### src/rtl/txd_pkg.sv
package txd_pkg;

    localparam int CTRL_W     = 16;
    localparam int BIT_READY  = 15;
    localparam int BIT_WRAP   = 13;
    localparam int BIT_INTR   = 12;
    localparam int BIT_CONT   = 9;
    localparam int DESC_BYTES = 8;

    typedef enum logic [3:0] {
        S_IDLE,
        S_FC,
        S_WC,
        S_WL,
        S_WPH,
        S_WPL,
        S_BRD,
        S_BDAT,
        S_TX,
        S_CLOSE
    } walk_st_e;

    typedef struct packed {
        logic ready;
        logic wrap;
        logic intr;
        logic cont;
    } ctrl_flags_t;

    function automatic ctrl_flags_t decode_ctrl(input logic [CTRL_W-1:0] h);
        ctrl_flags_t f;
        f.ready = h[BIT_READY];
        f.wrap  = h[BIT_WRAP];
        f.intr  = h[BIT_INTR];
        f.cont  = h[BIT_CONT];
        return f;
    endfunction

    function automatic logic [CTRL_W-1:0] close_word(input logic [CTRL_W-1:0] h,
                                                     input logic err);
        logic [CTRL_W-1:0] w;
        w = h;
        w[BIT_READY] = h[BIT_READY] & h[BIT_CONT] & ~err;
        return w;
    endfunction

endpackage

### src/rtl/twr_ring_step.sv
module twr_ring_step #(
    parameter int SPAN_BYTES = 65536,
    parameter int OW         = $clog2(SPAN_BYTES) + 1
) (
    input  logic [OW-1:0] cur_off,
    input  logic          wrap,
    output logic [OW-1:0] next_off,
    output logic          span_hit
);
    import txd_pkg::*;

    logic [OW-1:0] stepped;

    always_comb begin
        stepped  = cur_off + OW'(DESC_BYTES);
        span_hit = !wrap && ((32'(stepped) + 32'(DESC_BYTES)) > 32'(SPAN_BYTES));
        next_off = (wrap || span_hit) ? '0 : stepped;
    end
endmodule

### src/rtl/twr_irq_count.sv
module twr_irq_count #(
    parameter int CW = 8
) (
    input  logic          clk,
    input  logic          rst,
    input  logic          evt,
    input  logic          clr,
    input  logic [CW-1:0] thresh,
    output logic          gint
);
    localparam logic [CW-1:0] CMAX = '1;

    logic [CW-1:0] count;
    logic [CW-1:0] base_cnt;
    logic [CW-1:0] new_cnt;

    always_comb begin
        base_cnt = clr ? '0 : count;
        new_cnt  = base_cnt;
        if (evt && base_cnt != CMAX)
            new_cnt = base_cnt + CW'(1);
    end

    always_ff @(posedge clk) begin
        if (rst) begin
            count <= '0;
            gint  <= 1'b0;
        end else begin
            count <= new_cnt;
            gint  <= (gint && !clr) || (evt && new_cnt >= thresh);
        end
    end

    // flag is sticky without a clear
    p_sticky_r10: assert property (@(posedge clk) disable iff (rst)
        gint && !clr |=> gint);
    // a clear with no event leaves flag and counter at zero
    p_clear_r10: assert property (@(posedge clk) disable iff (rst)
        clr && !evt |=> !gint && count == '0);
    // the flag only rises after an event
    p_rise_r9: assert property (@(posedge clk) disable iff (rst)
        $rose(gint) |-> $past(evt));
endmodule

### src/rtl/txd_ring_walker.sv
module txd_ring_walker #(
    parameter int AW         = 16,
    parameter int CW         = 8,
    parameter int SPAN_BYTES = 65536
) (
    input  logic          clk,
    input  logic          rst,
    input  logic [AW-1:0] ring_base,
    input  logic          poll,
    input  logic [CW-1:0] irq_thresh,
    input  logic          irq_clear,
    output logic          dm_rd,
    output logic          dm_wr,
    output logic [AW-1:0] dm_addr,
    output logic [15:0]   dm_wdata,
    input  logic [15:0]   dm_rdata,
    output logic          bm_rd,
    output logic [31:0]   bm_addr,
    input  logic [7:0]    bm_rdata,
    output logic          tx_valid,
    output logic [7:0]    tx_data,
    input  logic          tx_ready,
    output logic          close_valid,
    output logic          close_err,
    output logic          buf_event,
    output logic          span_err,
    output logic          global_irq
);
    import txd_pkg::*;

    localparam int OW = $clog2(SPAN_BYTES) + 1;

    walk_st_e      st;
    logic [OW-1:0] off;
    logic [15:0]   ctrl;
    logic [15:0]   len;
    logic [31:0]   ptr;
    logic [15:0]   cnt;
    logic [7:0]    txd;
    logic          txv;
    logic [2:0]    step;
    ctrl_flags_t   flags;
    logic [OW-1:0] next_off;
    logic          span_hit;

    assign flags = decode_ctrl(ctrl);

    twr_ring_step #(.SPAN_BYTES(SPAN_BYTES), .OW(OW)) u_step (
        .cur_off  (off),
        .wrap     (flags.wrap),
        .next_off (next_off),
        .span_hit (span_hit)
    );

    twr_irq_count #(.CW(CW)) u_irq (
        .clk    (clk),
        .rst    (rst),
        .evt    (buf_event),
        .clr    (irq_clear),
        .thresh (irq_thresh),
        .gint   (global_irq)
    );

    always_comb begin
        step = 3'd0;
        case (st)
            S_WC:    step = 3'd2;
            S_WL:    step = 3'd4;
            S_WPH:   step = 3'd6;
            default: step = 3'd0;
        endcase
        dm_addr     = ring_base + AW'(off) + AW'(step);
        dm_rd       = (st == S_FC) || (st == S_WL) || (st == S_WPH) ||
                      (st == S_WC && dm_rdata[BIT_READY]);
        close_valid = (st == S_CLOSE);
        close_err   = close_valid && (len == 16'd0);
        dm_wr       = close_valid;
        dm_wdata    = close_word(ctrl, len == 16'd0);
        buf_event   = close_valid && flags.intr;
        span_err    = close_valid && span_hit;
        bm_rd       = (st == S_BRD);
        bm_addr     = ptr + 32'(cnt);
        tx_valid    = txv;
        tx_data     = txd;
    end

    always_ff @(posedge clk) begin
        if (rst) begin
            st   <= S_IDLE;
            off  <= '0;
            ctrl <= '0;
            len  <= '0;
            ptr  <= '0;
            cnt  <= '0;
            txd  <= '0;
            txv  <= 1'b0;
        end else begin
            case (st)
                S_IDLE: if (poll) st <= S_FC;
                S_FC:   st <= S_WC;
                S_WC: begin
                    if (dm_rdata[BIT_READY]) begin
                        ctrl <= dm_rdata;
                        st   <= S_WL;
                    end else begin
                        st <= S_IDLE;
                    end
                end
                S_WL: begin
                    len <= dm_rdata;
                    st  <= S_WPH;
                end
                S_WPH: begin
                    ptr[31:16] <= dm_rdata;
                    st         <= S_WPL;
                end
                S_WPL: begin
                    ptr[15:0] <= dm_rdata;
                    cnt       <= '0;
                    st        <= (len == 16'd0) ? S_CLOSE : S_BRD;
                end
                S_BRD:  st <= S_BDAT;
                S_BDAT: begin
                    txd <= bm_rdata;
                    txv <= 1'b1;
                    st  <= S_TX;
                end
                S_TX: begin
                    if (tx_ready) begin
                        txv <= 1'b0;
                        cnt <= cnt + 16'd1;
                        st  <= (cnt + 16'd1 == len) ? S_CLOSE : S_BRD;
                    end
                end
                S_CLOSE: begin
                    off <= next_off;
                    st  <= S_FC;
                end
                default: st <= S_IDLE;
            endcase
        end
    end

    // an octet waiting for the sink is held
    p_hold_r4: assert property (@(posedge clk) disable iff (rst)
        tx_valid && !tx_ready |=> tx_valid && $stable(tx_data));
    // descriptor memory is never read and written in one cycle
    p_rw_excl_r5: assert property (@(posedge clk) disable iff (rst)
        !(dm_rd && dm_wr));
    // an error close never coincides with an octet on the output
    p_err_quiet_r8: assert property (@(posedge clk) disable iff (rst)
        close_err |-> !tx_valid && !bm_rd);
    // the span flag only comes with a close, and a fetch follows
    p_span_r11: assert property (@(posedge clk) disable iff (rst)
        span_err |=> dm_rd && dm_addr == ring_base);
    // every close is followed by a control fetch with no poll
    p_next_r7: assert property (@(posedge clk) disable iff (rst)
        close_valid |=> dm_rd && !dm_wr);
endmodule

### config.mk
export PLATFORM = sky130hd
export DESIGN_NAME = txd_ring_walker
export DESIGN_NICKNAME = d
export VERILOG_FILES = /design/src/rtl/txd_pkg.sv /design/src/rtl/twr_ring_step.sv /design/src/rtl/twr_irq_count.sv /design/src/rtl/txd_ring_walker.sv
export SDC_FILE = /design/constraint.sdc
export NUM_CORES = 1
export LEC_CHECK = 0
export BUFFER_PORTS_ARGS = -buffer_cell sky130_fd_sc_hd__buf_2
export CORE_ASPECT_RATIO = 0.75
export CORE_UTILIZATION = 55
export DETAILED_ROUTE_END_ITERATION = 6
export PLACE_DENSITY = 0.78
export SKIP_LAST_GASP = 1
export SLEW_MARGIN = 30
export SYNTH_ARGS = -nofsm -noshare
export SYNTH_HDL_FRONTEND = slang
export SYNTH_SLANG_ARGS = --single-unit
### constraint.sdc
create_clock -name clk -period 4.8 [get_ports clk]
set_clock_uncertainty 0.1 [all_clocks]
set_input_delay 0.48 -clock clk [delete_from_list [all_inputs] [get_ports clk]]
set_output_delay 0.48 -clock clk [all_outputs]
set_load 0.05 [all_outputs]
# Word-level counts from Yosys, hierarchy flattened
# Cells that the tools add are included.
totals:
  ff_bits: 119
  in_bits: 53
  output_inout_bits: 81
  word_cells: 73
classes:
  addsub: 7
  order_cmp: 2
  eq_ne: 13
  n_mux: 14
  bitwise: 3
  n_reduce_logical: 23
ops:
  columns: ["op", "n"]
  rows:
  - ["$pmux 4 s10", 1]
  - ["$add 32x16->32", 1]
  - ["$gt 32x17->1 const B", 1]
  - ["$pmux 16 s2", 1]
  - ["$add 17x4->18 const B", 1]
  - ["$add 17x4->17 const B", 1]
  - ["$mux 17", 1]
  - ["$add 16x1->16 const B", 1]
  - ["$add 16x16->16", 1]
  - ["$add 16x3->16", 1]
  - ["$eq 16x16->1", 1]
  - ["$eq 4x3->1 const B", 4]
  - ["$logic_not 16->1", 1]
  - ["$mux 16", 1]
  - ["$mux 4", 4]
  - ["$mux 8", 2]
  - ["$pmux 3 s3", 1]
  - ["$add 8x1->8 const B", 1]
  - ["$eq 4x2->1 const B", 2]
  - ["$eq 4x4->1 const B", 2]
  - ["$ge 8x8->1", 1]
  - ["$logic_and 1x1->1", 8]
  - ["$ne 8x8->1 const B", 1]
  - ["$reduce_and 2->1", 4]
  - ["other kinds (11)", 19]

# Logic depth before layout (Yosys ltp)
logic_depth:
  depth_word: 7
  ltp_mapped: 17
  mapped_depth_nobuf: 17

# By module
# A second synthesis with hierarchy kept.
unflattened:
  cells_unflattened: 1156
  area_unflattened_um2: 8613.3
by_module_without_submodules:
  columns: ["mod", "n_inst", "cells_per_inst", "area_per_inst_um2", "seq_area_each_um2"]
  rows:
  - ["txd_ring_walker", 1, 914, 6834.1, 2202.1]
  - ["twr_ring_step", 1, 161, 1087.3, 0.0]
  - ["twr_irq_count", 1, 81, 691.9, 180.2]

# Worst setup path after synthesis
# OpenSTA, ideal clock, no wires.
synth_path:
  path_type: "register -> output"
  from: "register st[2]"
  to: "output port dm_addr[14]"
  arrival_ps: 3824
  required_ps: 4220
  setup_slack_ps: 396
  stages_incl_launch_ff: 18
  n_path_buf: 3
  path_cell_list: "dfxtp_1 > clkbuf_1 > nand2b_1 > or3_1 > clkbuf_1 > clkbuf_1 > nand2_1 > ha_1 > ha_1 > a21oi_1 > nor2b_1 > o21a_1 > o21a_1 > o211ai_1 > nand2_1 > a41oi_1 > a21oi_1 > xor2_1"
synth_between:
  elab_chain_len: 3
  word_cells_on_any_way: 5
  classes_between: "add/sub: 1; eq/ne: 3; mux: 1"
synth_rtl:
  columns: ["item", "line", "rtl"]
  rows:
  - ["start: declaration", "txd_ring_walker.sv:33", "walk_st_e st;"]
  - ["start signal: assignment", "txd_ring_walker.sv:120", "st <= (len == 16'd0) ? S_CLOSE : S_BRD;"]
  - ["start signal: assignment", "txd_ring_walker.sv:132", "st <= (cnt + 16'd1 == len) ? S_CLOSE : S_BRD;"]
  - ["$eq 4x3->1 / $eq 4x2->1 (equally long branches)", "txd_ring_walker.sv:66", "case (st)"]
  - ["$pmux 3 s3 (*)", "txd_ring_walker.sv:66", null]
  - ["$add 16x3->16 (*)", "txd_ring_walker.sv:72", "dm_addr = ring_base + AW'(off) + AW'(step);"]
  - ["end: declaration", "txd_ring_walker.sv:14", "output logic [AW-1:0] dm_addr,"]
# Mark *: on every way between the ends. The rest lies on a longest branch, timed or not.

# Worst setup path in the final report
layout_path:
  from: "register st[2]"
  to: "output port dm_addr[15]"
# The elaborated chain is that of the path after synthesis.

==> flow_summary.ini <==
[outcome]
status = complete, no violations

[setup_path]
r2r-end = u_irq.gint$_SDFF_PP0_
crit_path_frequent_cell = a21oi_1
startpoint_type = flip-flop
worstPathArrival_ns = 3.92
cp-end-kind = output pin
crit_chain = nand2b_1 > or3_1 > nand2_1 > ha_1 > ha_1 > a21o_1 > a21oi_1 > o21bai_1 > a211o_1 > a31oi_1 > a21oi_1 > a21o_1 > a21oi_1 > xnor2_1 > buf_2
cp_slowest_cell = dfxtp_2
r2r-start = st[1]$_SDFFE_PP0P_
crit_type = reg -> out
required_ns = 4.22
cp_slowest_stage_delay_ns = 0.44
ff2ff_setup_slack_ns = 0.78
path_max_fanout = 11
r2r_cells = 18

[layout]
layout.nets = 1231
syn_to_final_growth_pct = 15.3
final_cell_mix = nand2_1, buf_2, dfxtp_1, a21oi_1, nor2_1
final_common_cell = nand2_1
drive_gt1_frac = 0.173
antenna_cells = 0
final_area_um2 = 9050

[clock_network]
cts_max_path_buffers = 2
htree_levels = 4
cts.clk_slew.worst_paths_ns = 0.06
cts_inserted_buffers = 17
clock_sinks = 116
postCtsHoldBufs = 0
cts_resized = 0
post_cts_buffers = 0
cts_root_buf = clkbuf_16
tritoncts = built
clk_latency_ns = 0.41

[sta]
finalSetupViolCount = 0
drv_slew = 0
setup_slack_ns = 0.301
hold_violations = 0
period_share = 0.937
setup-tns-final_ns = 0
period_minus_slack_ns = 4.50
max_freq_ghz = 0.222
rsz0062_at_grt = no
worst_pin_slew_ns = 0.865
slew_headroom = 0.423

[global_routing]
grt_pass1_vias = 6618
antenna_found_initial = 0
grt.total_usage = 0.285
overflow = 0
grt_max_degree = 80
grt_pass1_wl_um = 33500

[route]
num_vias = 7517
wl_per_cell_um = 15.8
dr.pass1.iters = 5
vias_per_cell = 5.74
wirelength_um = 20700
antenna_left = 0
route.detailed.drc = 0
drt-initial-drc-count = 775

[place]
dp_hpwl_um = 14600
post-place-ws_ns = 0.646
placed_area_um2 = 8450
place.gp.congestion = 0.896
port_buffers = 131

[die]
ioPinCount = 134
start_util = 0.569
dieArea_um2 = 14800
die_h_um = 105
dieWidth_um = 140
rows = 37
core_region_area_um2 = 13800

[min_path]
hold_path_class = in -> reg
holdPathEnd = tx_data[1]$_SDFFE_PP0P_
min_from = bm_rdata[1]
hold_depth = 3

[synthesis]
synth.area.top_cells = dfxtp_1, nand2_1, ha_1
yosys_warnings = 0
synth_cell_type_count = 82
synth_top_area_cell = dfxtp_1
ys_async_sr_fraction = 0
synthCells = 1032
syn-num-nets = 1142
synth_top_area_share = 0.296
avgSynthCellArea_um2 = 7.60
syn_area_um2 = 7850
synth_edf_count = 0
synth_seq_cells = 116
synth-main-ff-cell = dfxtp_1
synth_seq_area_share = 0.296

[power_and_ir_drop]
ir_drop_v = 0.000254
cellLeakagePower_nw = 3.92
p_per_area_nw_per_um2 = 282
total_power_w = 0.00255

[job]
maxCapViolations = 0
Yosys cell counts, drive strengths merged, types with 7 or more instances:
cell type and number:
clkbuf 45, inv 21, nand2b 12, buf 29, or3 8, nor2 74
o21ai 26, nor2b 13, a21oi 111, nand2 200, xor2 30, a21o 11
nor4 12, and2 16, ha 56, dfxtp 116, o21a 10, a31oi 12
nand3 26, xnor2 53, o31ai 10, and3 13, nand4 12, nor3 37
nor3b 7
worst max-delay path, delay by kind of cell (launching register included):
| kind | cells | cell delay [ns] |
|---|---|---|
| DFF | 1 | 0.44 |
| and+or+nand+nor | 3 | 0.60 |
| adders and majority gates | 2 | 0.47 |
| AOI/OAI and AO/OA | 8 | 1.60 |
| xor gates and xnor gates | 1 | 0.13 |
| buffers and inverters | 1 | 0.27 |
where the power goes:
part           switching [W]  internal (W)  leakage, nW
Combinational       0.000199     0.0000884         2.69
Sequential         0.0000234      0.000977        0.936
Clock               0.000456      0.000806        0.293
sequential cells by signal (all words and copies together), names as in the netlist:
| register | count |
|---|---|
| off | 14 |
| len | 16 |
| cnt | 16 |
| tx_valid | 1 |
| ctrl | 16 |
| st | 4 |
| u_irq.count | 8 |
| u_irq.gint | 1 |
| tx_data | 8 |
| ptr | 32 |
layout make-up:
class	count	area, µm²
multi-input combinational	820	5070
fill	1205	4750
sequential	116	2320
timing repair buffer	144	756
clock buffer	21	470
tap	175	219
clock inverter	11	126
inverter	22	82.6
kinds of logic after synthesis:
group	count (synthesis)	share of synthesized area
DFF	116	0.296
adders and majority gates	57	0.0919
muxes	4	0.00542
buffers and inverters	96	0.0579
xor gates and xnor gates	83	0.0936
and+or+nand+nor	450	0.275
AOI/OAI and AO/OA	226	0.180
worst max-delay path by stage:
stage / from / endpoint / cells past startpoint
4_1_cts: st[2]$_SDFFE_PP0P_ / dm_addr[15] / 15
3_3_place_gp: st[2]$_SDFFE_PP0P_ / dm_addr[15] / 15
6_report: st[2]$_SDFFE_PP0P_ / dm_addr[15] / 15
3_5_place_dp: st[2]$_SDFFE_PP0P_ / dm_addr[15] / 15
2_1_floorplan: st[2]$_SDFFE_PP0P_ / dm_addr[14] / 17
5_1_grt: st[2]$_SDFFE_PP0P_ / dm_addr[15] / 15
metrics by stage:
stage / hold slack (ns) / util / cells
after floorplan: 0.332 / - / 1032
after global placement: 0.338 / 0.612 / 1277
after detailed placement: 0.344 / 0.612 / 1277
after CTS: 0.198 / 0.656 / 1309
after global routing: 0.198 / 0.656 / 1309
final: 0.202 / 0.656 / 1309
per-layer routing:
| layer | global-route usage | up-vias | share of wire |
|---|---|---|---|
| met5 | 0 | - | 0 |
| met2 | 0.417 | 289 | 0.42 |
| li1 | - | 3752 | - |
| met1 | 0.418 | 3448 | 0.48 |
| met3 | 0.0609 | 28 | 0.081 |
| met4 | 0.0746 | 0 | 0.014 |
Power figures use the tool's default switching activity.
